**config.mk**
```make
export PLATFORM = sky130hd
export DESIGN_NAME = amon_read_trap
export DESIGN_NICKNAME = d
export VERILOG_FILES = /design/src/rtl/amon_trap_pkg.sv /design/src/rtl/amon_ctl_reg.sv /design/src/rtl/amon_bit_sel.sv /design/src/rtl/amon_gate.sv /design/src/rtl/amon_read_trap.sv
export SDC_FILE = /design/constraint.sdc
export NUM_CORES = 1
export LEC_CHECK = 0
export BUFFER_PORTS_ARGS = -buffer_cell sky130_fd_sc_hd__buf_4
export CORE_UTILIZATION = 39
export DETAILED_ROUTE_END_ITERATION = 12
export HOLD_SLACK_MARGIN = 0.02
export PLACE_DENSITY = 0.78
export SYNTH_ARGS = -nofsm -noshare
export SYNTH_HDL_FRONTEND = slang
export SYNTH_SLANG_ARGS = --single-unit
```
**constraint.sdc**
```tcl
create_clock -name clk -period 2.9 [get_ports clk]
set_clock_uncertainty 0.15 [all_clocks]
set_input_delay 0.58 -clock clk [delete_from_list [all_inputs] [get_ports clk]]
set_output_delay 0.58 -clock clk [all_outputs]
set_load 0.005 [all_outputs]
```
**src/rtl/amon_trap_pkg.sv**
```systemverilog
`timescale 1ns/1ps
package amon_trap_pkg;

  typedef enum logic [1:0] {
    KIND_CNT  = 2'd0,
    KIND_TYPE = 2'd1,
    KIND_EN   = 2'd2,
    KIND_NONE = 2'd3
  } acc_kind_e;

  localparam logic [5:0] EC_WIDE   = 6'h18;
  localparam logic [5:0] EC_NARROW = 6'h03;

endpackage

```
**src/rtl/amon_ctl_reg.sv**
```systemverilog
`timescale 1ns/1ps
module amon_ctl_reg #(
  parameter int W       = 64,
  parameter int G0_EN   = 0,
  parameter int G0_BASE = 1,
  parameter int NUM_G0  = 4,
  parameter int G1_EN   = 17,
  parameter int G1_BASE = 18,
  parameter int NUM_G1  = 16
) (
  input  logic         clk,
  input  logic         rst,
  input  logic         wr_en,
  input  logic [W-1:0] wr_data,
  output logic [W-1:0] q
);

  function automatic logic [W-1:0] legal_bits();
    logic [W-1:0] m;
    m = '0;
    m[G0_EN] = 1'b1;
    m[G1_EN] = 1'b1;
    for (int i = 0; i < NUM_G0; i++) m[G0_BASE + i] = 1'b1;
    for (int i = 0; i < 2 * NUM_G1; i++) m[G1_BASE + i] = 1'b1;
    return m;
  endfunction

  localparam logic [W-1:0] MASK = legal_bits();

  always_ff @(posedge clk) begin
    if (rst)        q <= '0;
    else if (wr_en) q <= wr_data & MASK;
  end

  // without a write strobe the stored word does not move
  a_r2_hold_without_write: assert property (@(posedge clk) disable iff (rst)
    !wr_en |=> $stable(q));

endmodule

```
**src/rtl/amon_bit_sel.sv**
```systemverilog
`timescale 1ns/1ps
module amon_bit_sel
  import amon_trap_pkg::*;
#(
  parameter int W       = 64,
  parameter int IDX_W   = 4,
  parameter int G0_EN   = 0,
  parameter int G0_BASE = 1,
  parameter int NUM_G0  = 4,
  parameter int G1_EN   = 17,
  parameter int G1_BASE = 18,
  parameter int NUM_G1  = 16,
  localparam int POS_W  = $clog2(W)
) (
  input  logic             group,
  input  logic [IDX_W-1:0] index,
  input  logic [1:0]       kind,
  output logic             has_bit,
  output logic [POS_W-1:0] bit_pos
);

  acc_kind_e k;
  int        idx;

  always_comb begin
    k       = acc_kind_e'(kind);
    idx     = int'(index);
    has_bit = 1'b0;
    bit_pos = '0;
    unique case (k)
      KIND_EN: begin
        has_bit = 1'b1;
        bit_pos = group ? POS_W'(G1_EN) : POS_W'(G0_EN);
      end
      KIND_CNT: begin
        if (group) begin
          has_bit = (idx < NUM_G1);
          bit_pos = POS_W'(G1_BASE + 2 * idx);
        end else begin
          has_bit = (idx < NUM_G0);
          bit_pos = POS_W'(G0_BASE + idx);
        end
      end
      KIND_TYPE: begin
        if (group) begin
          has_bit = (idx < NUM_G1);
          bit_pos = POS_W'(G1_BASE + 1 + 2 * idx);
        end
      end
      default: begin
        has_bit = 1'b0;
      end
    endcase
  end

endmodule

```
**src/rtl/amon_gate.sv**
```systemverilog
`timescale 1ns/1ps
module amon_gate
  import amon_trap_pkg::*;
(
  input  logic [1:0] el,
  input  logic       a32,
  input  logic       el2_present,
  input  logic       el2_enabled,
  input  logic       hv_host,
  input  logic       hv_tge,
  input  logic       el1_a64,
  input  logic       el3_present,
  input  logic       el3_fine_en,
  input  logic       hi_pri_exc,
  output logic       allow,
  output logic [5:0] ec
);

  logic level_ok;
  logic virt_ok;

  always_comb begin
    level_ok = a32 ? (el == 2'd0) : (el <= 2'd1);
    virt_ok  = el2_present && el2_enabled && !(hv_host && hv_tge) &&
               el1_a64 && (!el3_present || el3_fine_en);
    allow    = level_ok && virt_ok && !hi_pri_exc;
    ec       = a32 ? EC_NARROW : EC_WIDE;
  end

endmodule

```
**src/rtl/amon_read_trap.sv**
```systemverilog
`timescale 1ns/1ps
module amon_read_trap
  import amon_trap_pkg::*;
#(
  parameter int W       = 64,
  parameter int IDX_W   = 4,
  parameter int G0_EN   = 0,
  parameter int G0_BASE = 1,
  parameter int NUM_G0  = 4,
  parameter int G1_EN   = 17,
  parameter int G1_BASE = 18,
  parameter int NUM_G1  = 16
) (
  input  logic             clk,
  input  logic             rst,
  input  logic             wr_en,
  input  logic [W-1:0]     wr_data,
  output logic [W-1:0]     ctl_word,
  input  logic             req_valid,
  input  logic             req_group,
  input  logic [IDX_W-1:0] req_index,
  input  logic [1:0]       req_kind,
  input  logic [1:0]       req_el,
  input  logic             req_a32,
  input  logic             el2_present,
  input  logic             el2_enabled,
  input  logic             hv_host,
  input  logic             hv_tge,
  input  logic             el1_a64,
  input  logic             el3_present,
  input  logic             el3_fine_en,
  input  logic             hi_pri_exc,
  output logic             rsp_valid,
  output logic             trap,
  output logic [5:0]       ec_class
);

  localparam int POS_W = $clog2(W);

  logic             has_bit;
  logic [POS_W-1:0] bit_pos;
  logic             allow;
  logic [5:0]       ec;
  logic             hit;

  amon_ctl_reg #(
    .W(W), .G0_EN(G0_EN), .G0_BASE(G0_BASE), .NUM_G0(NUM_G0),
    .G1_EN(G1_EN), .G1_BASE(G1_BASE), .NUM_G1(NUM_G1)
  ) u_reg (
    .clk(clk), .rst(rst), .wr_en(wr_en), .wr_data(wr_data), .q(ctl_word)
  );

  amon_bit_sel #(
    .W(W), .IDX_W(IDX_W), .G0_EN(G0_EN), .G0_BASE(G0_BASE), .NUM_G0(NUM_G0),
    .G1_EN(G1_EN), .G1_BASE(G1_BASE), .NUM_G1(NUM_G1)
  ) u_sel (
    .group(req_group), .index(req_index), .kind(req_kind),
    .has_bit(has_bit), .bit_pos(bit_pos)
  );

  amon_gate u_gate (
    .el(req_el), .a32(req_a32),
    .el2_present(el2_present), .el2_enabled(el2_enabled),
    .hv_host(hv_host), .hv_tge(hv_tge), .el1_a64(el1_a64),
    .el3_present(el3_present), .el3_fine_en(el3_fine_en),
    .hi_pri_exc(hi_pri_exc), .allow(allow), .ec(ec)
  );

  assign hit = req_valid && has_bit && ctl_word[bit_pos] && allow;

  always_ff @(posedge clk) begin
    if (rst) begin
      rsp_valid <= 1'b0;
      trap      <= 1'b0;
      ec_class  <= '0;
    end else begin
      rsp_valid <= req_valid;
      trap      <= hit;
      ec_class  <= hit ? ec : 6'd0;
    end
  end

  // a trap always carries one of the two legal classes
  a_r9_class_on_trap: assert property (@(posedge clk) disable iff (rst)
    trap |-> (ec_class == EC_WIDE || ec_class == EC_NARROW));

  // the class is zero whenever there is no trap
  a_r9_class_zero_idle: assert property (@(posedge clk) disable iff (rst)
    !trap |-> ec_class == 6'd0);

  // a higher-priority exception suppresses the trap
  a_r10_hipri_blocks: assert property (@(posedge clk) disable iff (rst)
    $past(req_valid && hi_pri_exc) |-> !trap);

  // level 2 and level 3 reads never trap
  a_r7_upper_levels: assert property (@(posedge clk) disable iff (rst)
    $past(req_valid && req_el[1]) |-> !trap);

  // 32-bit reads at level 1 never trap
  a_r8_narrow_el1: assert property (@(posedge clk) disable iff (rst)
    $past(req_valid && req_a32 && req_el == 2'd1) |-> !trap);

  // a response follows each request one cycle later
  a_r11_one_cycle: assert property (@(posedge clk) disable iff (rst)
    ($past(req_valid) && !$past(rst)) |-> rsp_valid);

endmodule

```
==> metrics, run 1 <==
Detailed Routing Iterations Pass 1 4; max-slew violation count 0; critical path data required time 2970 ps; Lkg Pwr about 0.0016 uW; Yosys reg bits 42; asr flop ratio synth 0%; 1st-iter DRT viols about 140; n_diodes 0; IO Pins approximately 160; Starting Density between 40% and 50%; type of origin of the critical path input port; Post-synth top cells nor2_1 (50), dfxtp_1 (42), mux2i_1 (42); routability cong. 0.854; Synth area leader dfxtp_1; most common cell in the netlist nor2_1; GRT Total Usage roughly 18%; Syn. warnings 0; Max Freq ~370 MHz; first-pass GRT wire length 10,600 um; synthesized area per cell between 8 and 9 sq um; relative slew slack 58.8%; Area Growth Syn to Fin 32.2%; cell area after synthesis roughly 2600 sq um; WL met3 409 um; chip width between 80 and 90 um; Top FF cell, synth dfxtp_1; largest net degree at the start of global routing 40; WL met1 2950 um; endpoint type of the worst setup path register; Synth Instances 290; DRC 0; HP Class input port to register; max layer used met4; run status complete, no violations; RSZ-0062 raised after global routing no; ranking of synthesized cells by area dfxtp_1 (32%), mux2i_1 (16%), buf_4 (8.7%); # Max-Cap Violations 0; Port Buffers between 100 and 150; worst vdd ir 211 uV; Routed WL between 6000 and 7000 um; vias in the first global route 2,243; worst slew pin tran around 600 ps; Clock transition at path regs 80 ps; post-CTS setup buffer count 0; distinct cell type count after synthesis between 60 and 70; clock sinks 42; reg-to-reg critical path endpoint ec_class[1]$_SDFF_PP0_; GR Overflow Total 0; initial antenna violation count 0; Post-synth EDFFs 0; clock root buffer clkbuf_8; die footprint 6970 sq um; Seq/Total Area, Yosys roughly a third; total core area about 6400 sq um; CTS Buf Count 5; metal2 WL between 3000 and 4000 um; Rows 29; Die Y ~84 um; minimum clock period roughly 2700 ps; ratio of cells with drive above 1 in the final layout a little over a third; hold_ws 318 ps; pwr/cell area 396 nW/um^2; Post-DRT Antenna Nets 0; worst r2r path cells 7; crit path launch req_index[0]; Setup Viol. Count Final 0; # resized after CTS 0; setup TNS 0 ps; Synth top area share 32.4%; crit path kind input port to register; Final Hold Vio Count 0; cts hold-fix bufs 0; final worst path period share 93.3%; CTS tree built; via count between 2,000 and 2,500; crit path to ec_class[3]$_SDFF_PP0_; HPWL after DPL just over 5000 um; crit path DAT between 2000 and 3000 ps; Max FO, Critical Path 8; Max clock buf depth 2; Vias/cell around 5.1; WL/cell ~14 um; reg2reg setup slack between 900 and 1000 ps; RR Startpoint u_reg.q[35]$_SDFFE_PP0P_; clk_lat worst skew just under 300 ps; Final nets ~480; htree depth 2
cell usage in the layout (no fill, tap or decap), types with 2 or more instances in the layout:
cell type	instances
o21bai_1	2
nand3_1	3
nor4_1	2
mux2i_1	42
a211oi_1	3
a21oi_1	9
a311oi_1	2
conb_1	28
clkbuf_8	5
o21ai_0	3
nor2b_1	3
dfxtp_1	42
buf_4	119
nand2_1	11
o22ai_1	4
nand4_1	2
nand2b_1	3
a31oi_1	2
o211ai_1	3
o221ai_1	4
xnor2_1	2
o31a_1	2
o21a_1	2
nand3b_1	2
nor3_1	6
nor3b_2	2
a21boi_0	2
nor2_1	50
inv_1	4
stage by stage:
step | setup slack [ps] | util [%] | cell area, sq um | cells | total power [uW]
floorplan | 350 | - | 2690 | 317 | 865
global placement | -171 | 52.3 | 3340 | 467 | 997
detailed placement | -150 | 52.3 | 3340 | 467 | 1000
CTS | 137 | 53.6 | 3430 | 475 | 1370
global route | 121 | 53.6 | 3430 | 475 | 1430
finish | 196 | 53.6 | 3430 | 475 | 1360
report_power, final:
part | internal [uW] | switching [uW] | total [uW]
registers | 609 | 30.2 | 639
logic | 187 | 161 | 348
clock network | 170 | 199 | 369
total | 966 | 390 | 1360
routing by layer:
layer  global-route usage, %  vias to the layer above
met5                       0                        -
met4                    3.70                        0
met3                    3.56                        2
met2                    31.5                       91
met1                    24.4                     1117
li1                        -                     1203
cell type report:
cell class	count	area, sq um
Clock buffer	6	72.6
Clock inverter	2	13.8
Fill cell	624	2960
Inverter	4	15.0
Multi-Input combinational cell	225	1490
Sequential cell	42	841
Tap cell	77	96.3
Timing Repair Buffer	119	893
sequential cells by signal, summed over array words and instances (netlist names):
register / count
ec_class: 2
rsp_valid: 1
trap: 1
u_reg.q: 38
how the worst min path moves through the flow:
stage	start	end	slack, ps	cells after the start
3_3_place_gp	u_reg.q[30]$_SDFFE_PP0P_	u_reg.q[30]$_SDFFE_PP0P_	360	2
3_5_place_dp	u_reg.q[18]$_SDFFE_PP0P_	u_reg.q[18]$_SDFFE_PP0P_	370	2
6_report	req_a32	ec_class[3]$_SDFF_PP0_	320	2
2_1_floorplan	u_reg.q[46]$_SDFFE_PP0P_	u_reg.q[46]$_SDFFE_PP0P_	350	2
4_1_cts	req_a32	ec_class[3]$_SDFF_PP0_	320	2
5_1_grt	req_a32	ec_class[3]$_SDFF_PP0_	320	2
kinds of logic after synthesis:
group | synth area share [%]
simple gates | 18.7
compound gates | 17.0
buf+inv | 13.8
mux | 16.7
flops | 32.4
xor+xnor | 0.676
fa+ha+maj | 0.483
other cells | 0.145
critical path: stages:
cell	delay, ps
buf_4	110
ha_1	210
xnor2_1	330
o41a_1	430
nor2_1	140
a32oi_1	220
a311oi_1	130
nor4_2	400
nor3b_2	220
No activity file was read; power rests on OpenSTA's default activity.
==> inputs of run 2 (changes only) <==
==> constraint.sdc (replaced) <==
create_clock -name clk -period 2.5 [get_ports clk]
set_clock_uncertainty 0.15 [all_clocks]
set_input_delay 0.5 -clock clk [delete_from_list [all_inputs] [get_ports clk]]
set_output_delay 0.5 -clock clk [all_outputs]
set_load 0.005 [all_outputs]
==> metrics, run 2 (synthesis gave the netlist of run 1 again) <==
run status complete, no violations; Post-DRT Antenna Nets 0 (unchanged); Area Growth Syn to Fin 42.5%; clock power share 28.0% (+0.8 points); type of origin of the critical path input port; clock root buffer clkbuf_8; die footprint 6970 sq um (unchanged); GRT Total Usage 18.7% (+0.23 points); HP Class input port to register; fillcell total 578 (-7.4%); Lkg Pwr 0.00175 uW (+7.5%); ratio of cells with drive above 1 in the final layout 41.5% (+6.1 points); NetSw 478 uW (+23%); P_int 1180 uW (+22%); # Max-Cap Violations 0 (unchanged); area of the multi-input gates 1570 sq um (+5.4%); Sw Share 28.8% (+0.038 points); Setup Viol. Count Final 0 (unchanged); Detailed Routing Iterations Pass 1 4 (unchanged); clk_lat worst skew 290 ps (about the same); worst vdd ir 278 uV (+32%); total core area 6390 sq um (unchanged); 1st-iter DRT viols 68 (-52%); max-slew violation count 0 (unchanged); initial antenna violation count 0 (unchanged); clock sinks 42 (unchanged); Reg with most FFs u_reg.q; Max FO, Critical Path 8 (unchanged); GR Overflow Total 0 (unchanged); Clock transition at path regs 80 ps (about the same); most common cell after layout, fill and taps aside buf_4; CTS tree built; worst slew pin tran 616 ps (-1.08 ps); Routed WL 6810 um (+2.9%); pwr/cell area 450 nW/um^2 (+14%); Vias/cell 5.02 (-1.3%); Max clock buf depth 2 (unchanged); Rows 29 (unchanged); hold_ws 222 ps (-95.8 ps); register area 841 sq um (unchanged); crit path DAT 2570 ps (-210 ps); htree depth 2 (unchanged); largest net degree at the start of global routing 40 (unchanged); Max Freq approximately 400 MHz; relative slew slack 58.9% (+0.072 points); Final Hold Vio Count 0 (unchanged); via count 2,478 (+2.7%); minimum clock period between 2000 and 2500 ps; most frequent cells in the layout buf_4 (133), nor2_1 (48), mux2i_1 (42), dfxtp_1 (42), conb_1 (28); Starting Density 40.6% (unchanged); first-pass GRT wire length 10,600 um (about the same); Die Y 83.5 um (unchanged); vias in the first global route 2,244 (+0.045%); chip width 83.5 um (unchanged); endpoint type of the worst setup path register; DRC 0 (unchanged); WL/cell 13.8 um (-1.1%); final worst path period share approximately 100%; Final nets 503 (+3.9%); HPWL after DPL 5240 um (+0.93%); IO Pins 158 (unchanged); top flop regs u_reg.q x38, ec_class x2; RSZ-0062 raised after global routing yes; crit path kind input port to register; CTS Buf Count 5 (unchanged); max FFs per register 38 (unchanged); routability cong. 0.828 (-3.1%); Combinational Power Share 27.4% (+1.7 points); Flop pwr share 44.6% (-2.5 points); Port Buffers 103 (unchanged); critical path data required time 2580 ps (-390 ps); n_diodes 0 (unchanged); final design utilization 57.8% (+4.2 points)
==> run 2: cell types whose count changed in the layout (fill, tap and decap cells not counted), sizes merged <==
| cell | before | now |
|---|---|---|
| buf | 119 | 138 |
| clkinv | 2 | 1 |
| clkinvlp | 0 | 1 |
==> run 2: layer usage <==
layer  up-vias  share of wire, %  track usage, %
met3         7               6.2            4.35
met4         0              0.96            4.93
li1       1243                 -               -
met1      1127                46            25.0
met2       101                47            30.5
met5         -                 0               0
==> run 2: power by group through the flow <==
stage	Sequential, uW	Combinational (uW)	Clock, uW
CTS	742	432	477
finish	741	455	464
floorplan	751	252	0
global route	747	495	514
global placement	757	422	0
detailed placement	757	429	0
==> run 2: what timing repair did <==
| item | 4_1_cts | 5_1_grt |
|---|---|---|
| endpoints found under the setup margin | 3 | 3 |
| endpoints found under the hold margin | 0 | 0 |
| setup buffers | 0 | 3 |
| resized for setup | 2 | 15 |
| pin swaps | 2 | 9 |
| hold buffers | 0 | 0 |
| cloned | 0 | 0 |
==> run 2: worst paths after layout <==
path                                  from                       end  slack (ps)  cells past startpoint
setup / recovery              req_index[1]    ec_class[3]$_SDFF_PP0_           7                      9
hold / removal                     req_a32    ec_class[3]$_SDFF_PP0_         220                      2
setup reg to reg  u_reg.q[18]$_SDFFE_PP0P_    ec_class[3]$_SDFF_PP0_         550                      5
hold reg to reg   u_reg.q[36]$_SDFFE_PP0P_  u_reg.q[36]$_SDFFE_PP0P_         380                      2
==> run 2: worst max-delay path, cell delays in order <==
cell and delay (ps):
buf_6 100, ha_4 160, xnor2_2 160, o41a_1 550, buf_4 220, o2111ai_4 90
a311oi_2 130, nor4_2 440, nor3b_2 220
==> run 2: cell type report <==
type                            instances  share of cell area [%]
Timing Repair Buffer                  138                    29.0
Clock buffer                            6                    2.24
Sequential cell                        42                    22.8
Tap cell                               77                    2.61
Clock inverter                          2                   0.339
Inverter                                4                   0.407
Multi-Input combinational cell        225                    42.6
==> run 2: per-stage QoR <==
stage	std cells	worst slack [ps]	total power (uW)	instance area, sq um	TNS, ps
3_3_place_gp	483	-280	1180	3480	-777
6_report	494	7.49	1660	3690	0
2_1_floorplan	317	30.4	1000	2690	0
4_1_cts	491	6.67	1650	3590	0
5_1_grt	494	-43.4	1760	3690	-105
3_5_place_dp	483	-334	1190	3480	-967
==> inputs of run 3 (changes only) <==
--- a/config.mk
+++ b/config.mk
@@ -9,7 +9,7 @@
 export CORE_UTILIZATION = 39
 export DETAILED_ROUTE_END_ITERATION = 12
 export HOLD_SLACK_MARGIN = 0.02
-export PLACE_DENSITY = 0.78
+export PLACE_DENSITY = 0.73
 export SYNTH_ARGS = -nofsm -noshare
 export SYNTH_HDL_FRONTEND = slang
 export SYNTH_SLANG_ARGS = --single-unit
==> metrics, run 3 (synthesis gave the netlist of run 1 again) <==
GRT Total Usage 19.8% (+1.1 points); most common cell after layout, fill and taps aside buf_4; setup TNS 0 ps (unchanged); Starting Density 40.6% (unchanged); Final Hold Vio Count 0 (unchanged); reg2reg setup slack 530 ps (-20 ps); RSZ-0062 raised after global routing yes; chip width 83.5 um (unchanged); # Max-Cap Violations 0 (unchanged); worst vdd ir 265 uV (-4.7%); cts hold-fix bufs 0 (unchanged); Routed WL 7070 um (+3.8%); RR Startpoint u_reg.q[39]$_SDFFE_PP0P_; ratio of cells with drive above 1 in the final layout 41.0% (-0.52 points); endpoint type of the worst setup path register; largest net degree at the start of global routing 40 (unchanged); Vias/cell 5.11 (+1.9%); Post-DRT Antenna Nets 0 (unchanged); n_diodes 0 (unchanged); WL/cell 14.4 um (+4.3%); HP Class input port to register; Max FO, Critical Path 4 (-4); Clock transition at path regs 80 ps (about the same); first-pass GRT wire length 11,100 um (+5.1%); 1st-iter DRT viols 192 (+180%); pwr/cell area 498 nW/um^2 (+11%); worst slew pin tran 629 ps (+12.4 ps); Max Freq 412 MHz (+2.7%); type of origin of the critical path input port; via count 2,514 (+1.5%); IO Pins 158 (unchanged); vias in the first global route 2,380 (+6.1%); worst r2r path cells 7 (+2); clock sinks 42 (unchanged); Final Instance Count excl. Fillers 492 (-0.40%); placed cell count 480 (-0.62%); Final nets 501 (-0.40%); minimum clock period 2430 ps (-64.9 ps); crit path launch req_index[0]; crit path to ec_class[3]$_SDFF_PP0_; clock root buffer clkbuf_8; Port Buffers 103 (unchanged); fillcell total 559 (-3.3%); Area Growth Syn to Fin 42.9%; DRC 0 (unchanged); Lkg Pwr 0.00177 uW (+0.70%); Die Y 83.5 um (unchanged); routability cong. 0.951 (+15%); htree depth 2 (unchanged); most frequent cells in the layout buf_4 (134), nor2_1 (48), mux2i_1 (42), dfxtp_1 (42), conb_1 (28); Detailed Routing Iterations Pass 1 5 (+1); total core area 6390 sq um (unchanged); Rows 29 (unchanged); CTS tree built; Setup Viol. Count Final 0 (unchanged); die footprint 6970 sq um (unchanged); hold_ws 233 ps (+10.6 ps); max FFs per register 38 (unchanged); crit path kind input port to register; initial antenna violation count 0 (unchanged); PnR Total Power 1840 uW (+11%); Max clock buf depth 2 (unchanged); relative slew slack 58.1% (-0.83 points); final worst path period share 97.1% (-2.6 points); reg-to-reg critical path endpoint ec_class[1]$_SDFF_PP0_; run status complete, no violations; HPWL after DPL 5380 um (+2.6%); crit path DAT 2510 ps (-60 ps); CTS Buf Count 5 (unchanged); top flop regs u_reg.q x38, ec_class x2; GR Overflow Total 0 (unchanged); Reg with most FFs u_reg.q; critical path data required time 2590 ps (about the same); max-slew violation count 0 (unchanged); clk_lat worst skew 300 ps (about the same)
## run 3: cell count changes in the layout (fill, tap and decap cells not counted), moves of 2 or more
| cell | delta |
|---|---|
| buf_12 | -2 |
| buf_6 | -3 |
| buf_8 | +2 |
| bufinv_16 | +2 |
| nor3_1 | +2 |
| nor3_2 | -2 |
## run 3: repair_timing
item | in CTS | in global routing
setup buffers | 1 | 3
pin swaps | 2 | 9
endpoints found under the setup margin | 1 | 3
gates resized for setup | 2 | 16
## run 3: worst max-delay path, cell delays in order
cell and delay, ps:
buf_8 100, ha_4 260, nor3b_4 240, nor2_2 70, or4b_1 530, o2111ai_2 90
a311oi_2 130, nor4_2 260, buf_4 160, nor3b_4 160
## run 3: metal layers
layer  GRT usage (%)  wire length [um]  vias up
met5               0                 0        -
met4            6.32               116        0
met3            4.55               528       11
met2            34.1              3500      117
met1            24.4              2920     1158
li1                -                 -     1228
## run 3: how the worst min path moves through the flow
stage / from / endpoint / slack [ps] / depth (start not counted)
after floorplan: u_reg.q[46]$_SDFFE_PP0P_ / u_reg.q[46]$_SDFFE_PP0P_ / 350 / 2
after global placement: u_reg.q[48]$_SDFFE_PP0P_ / u_reg.q[48]$_SDFFE_PP0P_ / 360 / 2
after detailed placement: u_reg.q[49]$_SDFFE_PP0P_ / u_reg.q[49]$_SDFFE_PP0P_ / 370 / 2
after CTS: req_a32 / ec_class[3]$_SDFF_PP0_ / 220 / 2
after global routing: req_a32 / ec_class[3]$_SDFF_PP0_ / 230 / 2
final: req_a32 / ec_class[3]$_SDFF_PP0_ / 230 / 2
## run 3: where the power goes
group / total, uW / internal, uW / switching, uW
sequential: 742 / 706 / 36.2
clock: 651 / 400 / 251
combinational: 449 / 247 / 202
## run 3: cell type report
class,count,area (sq um),area share (%)
clock buffers,5,68.8,1.86
clock inverters,3,68.8,1.86
inverters,4,15.0,0.406
well taps,77,96.3,2.60
repair buffers,136,1040,28.0
flip-flops and latches,42,841,22.7
multi-input cells,225,1580,42.6
## run 3: through the flow
| step | util [%] | setup slack [ps] | instance area [sq um] |
|---|---|---|---|
| 6_report | 58.0 | 72.4 | 3700 |
| 5_1_grt | 58.0 | -71.1 | 3700 |
| 4_1_cts | 56.3 | 4.56 | 3590 |
| 3_5_place_dp | 53.8 | -313 | 3440 |
| 3_3_place_gp | 53.8 | -267 | 3440 |
| 2_1_floorplan | - | 30.4 | 2690 |
